<file path="src/rtl/cu_pkg.sv">
package cu_pkg;

    localparam int OP_W     = 3;
    localparam int STEP_W   = 2;
    localparam int N_STEPS  = 1 << STEP_W;

    // execute lengths in steps
    localparam int LEN_PHASE = 3;
    localparam int LEN_ISZ   = 4;
    localparam int LEN_IDLE  = 1;

    typedef enum logic [1:0] {
        CYC_FETCH = 2'b00,
        CYC_IND   = 2'b01,
        CYC_EXEC  = 2'b10,
        CYC_INT   = 2'b11
    } cyc_e;

    localparam logic [OP_W-1:0] OP_LDA = 3'b000;
    localparam logic [OP_W-1:0] OP_ADD = 3'b001;
    localparam logic [OP_W-1:0] OP_AND = 3'b010;
    localparam logic [OP_W-1:0] OP_ISZ = 3'b011;
    localparam logic [OP_W-1:0] OP_BSA = 3'b100;

    typedef struct packed {
        logic lda;
        logic add;
        logic land;
        logic isz;
        logic bsa;
        logic rd;      // opcode reads its operand from memory
    } opdec_t;

    typedef struct packed {
        cyc_e              cyc;
        logic [STEP_W-1:0] step;
    } seq_t;

    typedef struct packed {
        logic mar_pc;
        logic mar_ir;
        logic mar_save;
        logic mbr_mem;
        logic mbr_pc;
        logic mbr_inc;
        logic ir_mbr;
        logic ira_mbr;
        logic pc_inc;
        logic pc_ir;
        logic pc_isr;
        logic acc_ld;
        logic acc_add;
        logic acc_and;
        logic mem_wr;
    } strobe_t;

endpackage

</file>
<file path="src/rtl/cu_op_decode.sv">
module cu_op_decode
    import cu_pkg::*;
(
    input  logic [OP_W-1:0]   op_i,
    output opdec_t            dec_o,
    output logic [STEP_W-1:0] exec_last_o
);

    localparam logic [STEP_W-1:0] LAST_PHASE = STEP_W'(LEN_PHASE - 1);
    localparam logic [STEP_W-1:0] LAST_ISZ   = STEP_W'(LEN_ISZ - 1);
    localparam logic [STEP_W-1:0] LAST_IDLE  = STEP_W'(LEN_IDLE - 1);

    always_comb begin
        dec_o       = '0;
        exec_last_o = LAST_IDLE;
        case (op_i)
            OP_LDA: begin dec_o.lda  = 1'b1; exec_last_o = LAST_PHASE; end
            OP_ADD: begin dec_o.add  = 1'b1; exec_last_o = LAST_PHASE; end
            OP_AND: begin dec_o.land = 1'b1; exec_last_o = LAST_PHASE; end
            OP_ISZ: begin dec_o.isz  = 1'b1; exec_last_o = LAST_ISZ;   end
            OP_BSA: begin dec_o.bsa  = 1'b1; exec_last_o = LAST_PHASE; end
            default: ;
        endcase
        dec_o.rd = dec_o.lda | dec_o.add | dec_o.land | dec_o.isz;
    end

endmodule

</file>
<file path="src/rtl/cu_seq.sv">
module cu_seq
    import cu_pkg::*;
(
    input  logic              clk,
    input  logic              rst,
    input  logic [STEP_W-1:0] exec_last_i,
    input  logic              mbr_ind_i,
    input  logic              irq_i,
    output seq_t              seq_o
);

    localparam logic [STEP_W-1:0] LAST_FIXED = STEP_W'(LEN_PHASE - 1);

    seq_t seq_d, seq_q;
    logic at_last;

    always_comb begin
        seq_d   = seq_q;
        at_last = (seq_q.cyc == CYC_EXEC) ? (seq_q.step == exec_last_i)
                                          : (seq_q.step == LAST_FIXED);
        if (at_last) begin
            seq_d.step = '0;
            case (seq_q.cyc)
                CYC_FETCH: seq_d.cyc = mbr_ind_i ? CYC_IND : CYC_EXEC;
                CYC_IND:   seq_d.cyc = CYC_EXEC;
                CYC_EXEC:  seq_d.cyc = irq_i ? CYC_INT : CYC_FETCH;
                CYC_INT:   seq_d.cyc = CYC_FETCH;
                default:   seq_d.cyc = CYC_FETCH;
            endcase
        end else begin
            seq_d.step = seq_q.step + STEP_W'(1);
        end
    end

    always_ff @(posedge clk) begin
        if (rst) begin
            seq_q.cyc  <= CYC_FETCH;
            seq_q.step <= '0;
        end else begin
            seq_q <= seq_d;
        end
    end

    assign seq_o = seq_q;

endmodule

</file>
<file path="src/rtl/cu_strobe_gen.sv">
module cu_strobe_gen
    import cu_pkg::*;
(
    input  seq_t    seq_i,
    input  opdec_t  dec_i,
    input  logic    mbr_zero_i,
    output strobe_t stb_o
);

    logic [N_STEPS-1:0] t;

    // one-hot time-step lines
    for (genvar k = 0; k < N_STEPS; k++) begin : g_tdec
        assign t[k] = (seq_i.step == STEP_W'(k));
    end

    always_comb begin
        stb_o = '0;
        case (seq_i.cyc)
            CYC_FETCH: begin
                stb_o.mar_pc  = t[0];
                stb_o.mbr_mem = t[1];
                stb_o.pc_inc  = t[1];
                stb_o.ir_mbr  = t[2];
            end
            CYC_IND: begin
                stb_o.mar_ir  = t[0];
                stb_o.mbr_mem = t[1];
                stb_o.ira_mbr = t[2];
            end
            CYC_INT: begin
                stb_o.mbr_pc   = t[0];
                stb_o.mar_save = t[1];
                stb_o.pc_isr   = t[1];
                stb_o.mem_wr   = t[2];
            end
            CYC_EXEC: begin
                stb_o.mar_ir  = t[0] & (dec_i.rd | dec_i.bsa);
                stb_o.mbr_pc  = t[0] & dec_i.bsa;
                stb_o.mbr_mem = t[1] & dec_i.rd;
                stb_o.pc_ir   = t[1] & dec_i.bsa;
                stb_o.acc_ld  = t[2] & dec_i.lda;
                stb_o.acc_add = t[2] & dec_i.add;
                stb_o.acc_and = t[2] & dec_i.land;
                stb_o.mbr_inc = t[2] & dec_i.isz;
                stb_o.mem_wr  = (t[1] & dec_i.bsa) | (t[3] & dec_i.isz);
                stb_o.pc_inc  = (t[2] & dec_i.bsa) | (t[3] & dec_i.isz & mbr_zero_i);
            end
            default: ;
        endcase
    end

endmodule

</file>
<file path="src/rtl/cu_hardwired_ctrl.sv">
module cu_hardwired_ctrl
    import cu_pkg::*;
#(
    parameter int                ADDR_W    = 8,
    parameter logic [ADDR_W-1:0] SAVE_ADDR = 8'hF0,
    parameter logic [ADDR_W-1:0] ISR_ADDR  = 8'h60
) (
    input  logic              clk,
    input  logic              rst,
    input  logic [2:0]        ir_op_i,
    input  logic              mbr_ind_i,
    input  logic              mbr_zero_i,
    input  logic              irq_i,
    output logic [1:0]        cyc_o,
    output logic [1:0]        step_o,
    output logic              mar_from_pc_o,
    output logic              mar_from_ir_o,
    output logic              mar_from_save_o,
    output logic              mbr_from_mem_o,
    output logic              mbr_from_pc_o,
    output logic              mbr_inc_o,
    output logic              ir_from_mbr_o,
    output logic              ir_addr_from_mbr_o,
    output logic              pc_inc_o,
    output logic              pc_from_ir_o,
    output logic              pc_from_isr_o,
    output logic              acc_from_mbr_o,
    output logic              acc_add_o,
    output logic              acc_and_o,
    output logic              mem_wr_o,
    output logic [ADDR_W-1:0] save_addr_o,
    output logic [ADDR_W-1:0] isr_addr_o
);

    opdec_t            dec;
    logic [STEP_W-1:0] exec_last;
    seq_t              seq;
    strobe_t           stb;

    cu_op_decode u_dec (
        .op_i        (ir_op_i),
        .dec_o       (dec),
        .exec_last_o (exec_last)
    );

    cu_seq u_seq (
        .clk         (clk),
        .rst         (rst),
        .exec_last_i (exec_last),
        .mbr_ind_i   (mbr_ind_i),
        .irq_i       (irq_i),
        .seq_o       (seq)
    );

    cu_strobe_gen u_stb (
        .seq_i      (seq),
        .dec_i      (dec),
        .mbr_zero_i (mbr_zero_i),
        .stb_o      (stb)
    );

    assign cyc_o              = seq.cyc;
    assign step_o             = seq.step;
    assign mar_from_pc_o      = stb.mar_pc;
    assign mar_from_ir_o      = stb.mar_ir;
    assign mar_from_save_o    = stb.mar_save;
    assign mbr_from_mem_o     = stb.mbr_mem;
    assign mbr_from_pc_o      = stb.mbr_pc;
    assign mbr_inc_o          = stb.mbr_inc;
    assign ir_from_mbr_o      = stb.ir_mbr;
    assign ir_addr_from_mbr_o = stb.ira_mbr;
    assign pc_inc_o           = stb.pc_inc;
    assign pc_from_ir_o       = stb.pc_ir;
    assign pc_from_isr_o      = stb.pc_isr;
    assign acc_from_mbr_o     = stb.acc_ld;
    assign acc_add_o          = stb.acc_add;
    assign acc_and_o          = stb.acc_and;
    assign mem_wr_o           = stb.mem_wr;
    assign save_addr_o        = SAVE_ADDR;
    assign isr_addr_o         = ISR_ADDR;

endmodule

</file>
<file path="config.mk">
export PLATFORM = sky130hd
export DESIGN_NAME = cu_hardwired_ctrl
export DESIGN_NICKNAME = d
export VERILOG_FILES = /design/src/rtl/cu_pkg.sv /design/src/rtl/cu_op_decode.sv /design/src/rtl/cu_seq.sv /design/src/rtl/cu_strobe_gen.sv /design/src/rtl/cu_hardwired_ctrl.sv
export SDC_FILE = /design/constraint.sdc
export NUM_CORES = 1
export LEC_CHECK = 0
export ABC_CLOCK_PERIOD_IN_PS = 2700
export BUFFER_PORTS_ARGS = -buffer_cell sky130_fd_sc_hd__clkbuf_2
export CORE_MARGIN = 1
export CORE_UTILIZATION = 44
export CTS_CLUSTER_SIZE = 14
export DETAILED_ROUTE_END_ITERATION = 10
export PLACE_DENSITY = 0.84
export SLEW_MARGIN = 20
export SYNTH_ARGS = -nofsm -noshare
export SYNTH_HDL_FRONTEND = slang
export SYNTH_HIERARCHICAL = 1
export SYNTH_SLANG_ARGS = --single-unit
</file>
<file path="constraint.sdc">
create_clock -name clk -period 2.7 [get_ports clk]
set_clock_uncertainty 0.15 [all_clocks]
set_input_delay 0 -clock clk [delete_from_list [all_inputs] [get_ports clk]]
set_output_delay 0 -clock clk [all_outputs]
set_load 0.01 [all_outputs]
</file>
# Word level (Yosys, flattened, before mapping)
# Index checks and enable logic that the tools add are counted.
# classes
addsub	1
eq_ne	11
muxes	22
bitwise_logic	17
reduce_logical	6
# op_table
op	n
2-to-1 mux 1 bit	12
AND 1 bit	11
case mux 1 bit (2 select lines)	5
equality test 2 bit, second input constant	4
case mux 2 bit (4 select lines)	1
equality test 3 x 2 -> 1 bit, second input constant	2
bitwise OR 1 bit	6
equality test 2 x 1 -> 1 bit, second input constant	2
zero test 2 bit	2
2-to-1 mux 2 bit	2
case mux 2 bit (2 select lines)	1
OR reduction 2 bit	2
OR reduction 4 bit	1
equality test 3 x 1 -> 1 bit, second input constant	1
equality test 3 bit, second input constant	1
zero test 3 bit	1
2-to-1 mux 3 bit	1
adder 2 x 1 -> 2 bit, second input constant	1
equality test 2 bit	1
# word_totals
reg_bits	4
input_bits	8
output_inout_bits	35
wordCells	59

# Logic depth before layout (Yosys ltp)
# Gate-level depths: netlist of the first run.
# logic_depth
ltp_word	8
depth_mapped	6
depth_no_buf	5

# Hierarchy
# Netlist of the first run, hierarchy kept.
# modules_own_cells
module	n_inst	cells_per_inst	area_each_um2	seq_area_each_um2
cu_strobe_gen	1	34	237.7	0.0
cu_seq	1	25	226.5	80.1
cu_hardwired_ctrl	1	18	127.6	0.0
cu_op_decode	1	8	53.8	0.0

# Worst setup path before layout of the first run
# OpenSTA, ideal clock, no wires.
# synth_path
kind	reg-to-reg
start	register u_seq.seq_q (netlist bit u_seq/seq_o[0])
end	register u_seq.seq_q (netlist bit u_seq/seq_o[2])
setup_time_ns	0.087
t_arrival_ns	1.330
required_time_ns	2.463
slack_ns	1.133
path_stages_with_launch	5
period_less_slack_ns	1.567
path_cell_list	dfxtp_1 -> xnor2_1 -> a32o_1 -> or2_4 -> o31ai_1
# synth_via
elab_chain_cells	2
elab_cells_between_ends	3
classes_between	eq/ne: 2; mux: 1
# synth_lines
element	line	source
start, declared	cu_seq.sv:14	seq_t seq_d, seq_q;
start signal, assigned	cu_seq.sv:40	seq_q <= seq_d;
equality test 2 bit (on tied branches)	cu_seq.sv:20, cu_seq.sv:19	
2-to-1 mux 1 bit (*)	cu_seq.sv:19	at_last = (seq_q.cyc == CYC_EXEC) ? (seq_q.step == exec_last_i)
# Mark *: on every way between the ends. The rest lies on a longest branch, timed or not.
# A chain may end at the register's enable or synchronous reset.

# Final worst setup path of the first run
# layout_path
start	register u_seq.seq_q (netlist bit u_seq/seq_o[3])
end	output port pc_inc_o
# layout_via
elab_chain_cells	2
elab_cells_between_ends	3
classes_between	eq/ne: 1; mux: 1; reduce/logical: 1
# layout_lines
element	line	source
equality test 2 bit / zero test 2 bit (equally long branches)	cu_strobe_gen.sv:19	case (seq_i.cyc)
case mux 1 bit (2 select lines) (*)	cu_strobe_gen.sv:19	
end, declared	cu_hardwired_ctrl.sv:24	output logic pc_inc_o,
# Marks and branches as above.

==> flow_summary.toml, run 1 <==
[routing]
drtAntennaViolNets = 0
wire_per_inst_um = 11.5
avgViaCountPerCell = 5.53
drc_errors = 0
dr.pass1.iters = 4
vias = 697
drt-initial-drc-count = 28
routed_wl_um = 1460

[min_path]
hold_start = "mbr_ind_i"
min_path_type = "in2reg"
worstHoldPathCells = 4
min_to = "u_seq/seq_o[3]$_SDFFE_PP0N_"

[floorplan]
io_pins = 43
std_cell_rows = 13
fp.dieH_um = 40.3
initial_core_util_pct = 48.4
die-area_um2 = 1620
core_area_um2 = 1330
fp.dieW_um = 40.3

[layout]
num_antenna_cells = 0
largest_reg_flops = 4
drive_gt1_share_pct = 28.8
syn2layout_area_growth_pct = 15.3
final_common_cell = "clkbuf_2"
final_cell_mix = "clkbuf_2, conb_1, inv_1, nor3_1, nand2b_1"
nets = 125

[global_routing]
overflow = 0
antenna_found_initial = 0
grtUsageTotal_pct = 19.2
grt_pass1_vias = 496
grt_max_degree = 14
grt_pass1_wl_um = 2140

[sta]
finalCritPeriodShare_pct = 68.4
final_hold_viol_count = 0
fin_setup_tns_ns = 0
finalMaxSlewViolations = 0
setup_viol = 0
rsz0062_at_grt = "no"
fmax_mhz = 541
period_minus_slack_ns = 1.85

[critical_path]
reg2reg_slack_ns = 1.02
path_buf_inv = 1
cp.arrival_ns = 1.70
worst-r2r-cell-count = 4
worstPathCellList = "ha_1 > nand2_1 > o221ai_1 > clkbuf_2"
cp_top_family = "flip-flops"
cp_slowest_stage_delay_ns = 0.55
regToRegStartpoint = "u_seq/seq_o[0]$_SDFF_PP0_"
r2r_end = "u_seq/seq_o[2]$_SDFFE_PP0N_"
crit_fanout = 11
cp_slowest_cell = "dfxtp_1"
worstSetupPathType = "reg2out"
worst_setup_path_start_kind = "flip-flop"
required_ns = 2.55
cp-end-kind = "primary output"

[yosys]
ys_seq_area_share_pct = 12.4
ys_warn_count = 6
synth-seq-cells = 4
synth.distinct_cells = 33
netlist_area_um2 = 646
syn_area_per_cell_um2 = 7.60
yosys.area.top_type_share_pct = 20.9
synthTopCellsByArea = "buf_4, dfxtp_1, ha_1"
synth_cells = 85
yosysTopAreaCell = "buf_4"

[clock_network]
clock-sinks = 4
clk_pin_slew_ns = 0.04
numCtsBuffers = 3
clk_latency_ns = 0.24
htree_levels = 1
cts_max_path_buffers = 2
cts_tree = "done"
root_buffer = "clkbuf_4"
post_cts_resize_count = 0

[power]
peakVddDrop_mv = 0.249
finalPower_uw = 490
p_per_area_nw_per_um2 = 658
leakagePower_nw = 0.382

[place]
dp_hpwl_um = 1070
routabilityCongestion = 0.839
portBuffers = 26

[run_status]
status = "finished clean"

[flow_run]
drv_cap = 0
-- worst max path at each step --
stage	end	slack, ns	cells after the start	start
floorplan	u_seq/seq_o[2]$_SDFFE_PP0N_	1.13	4	u_seq/seq_o[0]$_SDFF_PP0_
global placement	u_seq/seq_o[2]$_SDFFE_PP0N_	1.12	4	u_seq/seq_o[0]$_SDFF_PP0_
detailed placement	u_seq/seq_o[2]$_SDFFE_PP0N_	1.05	4	u_seq/seq_o[0]$_SDFF_PP0_
CTS	pc_inc_o	0.88	4	u_seq/seq_o[3]$_SDFFE_PP0N_
global route	mbr_from_pc_o	0.76	4	u_seq/seq_o[3]$_SDFFE_PP0N_
finish	pc_inc_o	0.85	4	u_seq/seq_o[3]$_SDFFE_PP0N_
-- per-stage QoR --
stage / worst slack [ns] / util, % / instance area [um^2] / hold WS, ns / instances
5_1_grt: 0.764 / 55.8 / 744 / 0.124 / 126
3_5_place_dp: 1.05 / 53.4 / 712 / 0.108 / 122
6_report: 0.853 / 55.8 / 744 / 0.0706 / 126
2_1_floorplan: 1.13 / - / 698 / -0.0735 / 99
4_1_cts: 0.882 / 55.8 / 744 / 0.0573 / 126
3_3_place_gp: 1.12 / 53.4 / 712 / 0.105 / 122
-- cell type report --
cell class	instances	area (um^2)
fillers	110	589
multi-input cells	71	460
repair buffers	27	140
flip-flops and latches	4	80.1
clock buffers	3	22.5
inverters	6	22.5
well taps	15	18.8
-- Yosys cell counts, drive strengths merged --
| master | n |
|---|---|
| and2 | 3 |
| o21ai | 3 |
| a32o | 1 |
| o22ai | 1 |
| dfxtp | 4 |
| buf | 18 |
| mux2i | 2 |
| nand4 | 1 |
| o211a | 1 |
| nor4b | 1 |
| nand2b | 5 |
| o21a | 1 |
| o31ai | 1 |
| conb | 2 |
| ha | 4 |
| nor3 | 5 |
| o221ai | 1 |
| and3b | 1 |
| a2111oi | 1 |
| nor2 | 3 |
| inv | 6 |
| nand3b | 1 |
| and4 | 1 |
| xnor2 | 2 |
| nand2 | 2 |
| a211oi | 1 |
| nor2b | 1 |
| or2 | 1 |
| nor3b | 4 |
| a31oi | 1 |
| a21boi | 1 |
| and3 | 4 |
| a21oi | 1 |
-- tightest hold or removal path, delay by kind of cell --
kind / cells / cell delay [ns]
AOI/OAI and AO/OA: 3 / 0.31
buffers and inverters: 1 / 0.09
-- metal layers --
| metal | track usage, % | wire length (um) |
|---|---|---|
| met1 | 22.4 | 595 |
| met2 | 35.1 | 725 |
| met3 | 2.78 | 112 |
| met4 | 6.67 | 22 |
| met5 | 0 | 0 |
-- logic make-up (layout without fill, tap and decap cells) --
group / Yosys count / in the layout / synth area share, %
xor gates and xnor gates: 2 / 2 / 2.71
and+or+nand+nor: 33 / 33 / 32.9
DFF: 4 / 4 / 12.4
buffers and inverters: 24 / 36 / 24.4
muxes: 2 / 2 / 3.10
other: 2 / 16 / 1.16
AOI/OAI and AO/OA: 14 / 14 / 15.5
adders and majority gates: 4 / 4 / 7.75
-- report_power, final --
group	internal (mW)	total [mW]	switching, mW
clock	0.0499	0.0774	0.0275
sequential	0.0775	0.134	0.0568
combinational	0.125	0.278	0.152
total	0.253	0.490	0.237
-- repair_timing --
action | 4_1_cts | 5_1_grt
setup buffers | 0 | 0
endpoints found under the hold margin | 3 | 0
hold buffers | 1 | 0
(Power assumes the default switching activity.)
==> run 2, diff against run 1 <==
ABC_CLOCK_PERIOD_IN_PS = 1800   (was 2700)
CORE_UTILIZATION = 41   (was 44)
PLACE_DENSITY = 0.79   (was 0.84)
clock period = 1.8 ns   (was 2.7 ns; I/O delays follow)
==> run 2 against run 1 <==
Compared with the run above:
- via count down 7.6%
- flip-flop and latch count unchanged
- clock power up 38%
- design area up 3.2%
- worst hold slack worse by 0.021 ns
- cell count up 2.4%
- largest cell class unchanged
==> flow_summary.toml, run 2 (synthesized netlist as in run 1, its figures left out) <==
[layout]
n_fill_cell = 137
syn2layout_area_growth_pct = 19.0
num_antenna_cells = 0
fin_area_um2 = 768
nets = 128
multi_input_area_um2 = 460
final_common_cell = "clkbuf_2"
final_cell_mix = "clkbuf_2, conb_1, inv_1, nor3_1, nand2b_1"
drive_gt1_share_pct = 31.6
register_area_um2 = 81.3
largest_reg_flops = 4

[power]
switching_share_pct = 45.8
power.internal_uw = 407
leakagePower_nw = 0.398
p_clk_share_pct = 14.3
p_comb_share_pct = 64.9
finalPower_uw = 750
p_switching_uw = 343
seqPwrFrac_pct = 20.8
peakVddDrop_mv = 0.347
p_per_area_nw_per_um2 = 976

[floorplan]
fp.dieW_um = 41.7
die-area_um2 = 1740
initial_core_util_pct = 46.7
core_area_um2 = 1380
fp.dieH_um = 41.7
io_pins = 43
std_cell_rows = 13

[sta]
setup_viol = 0
finalCritPeriodShare_pct = 92.0
rsz0062_at_grt = "no"
finalMaxSlewViolations = 0
fin_setup_tns_ns = 0
period_minus_slack_ns = 1.66
fmax_mhz = 604
final_hold_viol_count = 0

[global_routing]
grt_use_met3_pct = 1.30
met2_usage_pct = 29.1
overflow = 0
grtUsageTotal_pct = 17.6
grt.busiest_layer = "met2"
use_met1_pct = 24.1
antenna_found_initial = 0
grt_max_degree = 11
grt_pass1_wl_um = 2460
grt_pass1_vias = 551

[routing]
wire_per_inst_um = 10.9
vias = 644
drtAntennaViolNets = 0
avgViaCountPerCell = 4.99
dr.pass1.iters = 4
drc_errors = 0
drt-initial-drc-count = 15
routed_wl_um = 1410

[clock_network]
numCtsBuffers = 3
clock-sinks = 4
cts_max_path_buffers = 2
htree_levels = 1
clk_pin_slew_ns = 0.04
root_buffer = "clkbuf_4"
cts_tree = "done"
clk_latency_ns = 0.23

[critical_path]
cp.arrival_ns = 1.51
crit_fanout = 9
worstSetupPathType = "reg2out"
cp-end-kind = "primary output"
worst_setup_path_start_kind = "flip-flop"
required_ns = 1.65

[place]
post_dp_cell_area_um2 = 734
dp_hpwl_um = 1090
routabilityCongestion = 0.834
portBuffers = 26

[min_path]
min_path_type = "in2reg"

[flow_run]
drv_cap = 0

[run_status]
status = "finished clean"
-- run 2: critical path, stage by stage, from the launching register on --
cell	delay [ns]
dfxtp_1	0.43
ha_1	0.34
nand2_1	0.14
o221ai_1	0.20
clkbuf_2	0.16
-- run 2: per-stage QoR --
| step | hold slack (ns) | worst slack, ns | std cells | utilization (%) |
|---|---|---|---|---|
| 6_report | 0.0495 | 0.144 | 129 | 55.6 |
| 3_5_place_dp | 0.122 | 0.280 | 125 | 53.1 |
| 4_1_cts | 0.0389 | 0.0747 | 129 | 55.5 |
| 5_1_grt | 0.101 | 0.000420 | 129 | 55.6 |
| 2_1_floorplan | -0.0735 | 0.233 | 99 | - |
| 3_3_place_gp | 0.112 | 0.302 | 125 | 53.1 |
-- run 2: power by group through the flow --
stage               registers [mW]  clock network [mW]  logic (mW)
floorplan                    0.195                   0       0.291
global placement             0.153                   0       0.470
detailed placement           0.156                   0       0.479
CTS                          0.154               0.111       0.486
global route                 0.160               0.121       0.543
finish                       0.156               0.107       0.487
-- run 2: repair_timing --
| item | in CTS | in global routing |
|---|---|---|
| endpoints found under the hold margin | 3 | 0 |
| endpoints found under the setup margin | 0 | 3 |
| buffers inserted | 0 | 0 |
| hold buffers | 1 | 0 |
| resized for setup | 0 | 1 |
-- run 2: area by class of cell --
cell class                 count  area share [%]
clock buffer                   3            2.93
sequential                     4            10.6
timing repair buffer          30            21.2
inverter                       6            2.93
tap                           15            2.44
multi-input combinational     71            59.9
-- run 2: layer usage --
metal	part of all wire [%]	wire length, um
met1	47	655
met2	48	670
met3	5.8	82
met4	0	0
met5	0	0
-- run 2: final timing paths --
path / slack, ns / cells past startpoint / to / from
setup / recovery: 0.14 / 4 / pc_inc_o / u_seq/seq_o[3]$_SDFFE_PP0N_
hold / removal: 0.05 / 4 / u_seq/seq_o[3]$_SDFFE_PP0N_ / mbr_ind_i
setup reg to reg: 0.33 / 4 / u_seq/seq_o[2]$_SDFFE_PP0N_ / u_seq/seq_o[1]$_SDFF_PP0_
hold reg to reg: 0.45 / 2 / u_seq/seq_o[2]$_SDFFE_PP0N_ / u_seq/seq_o[2]$_SDFFE_PP0N_
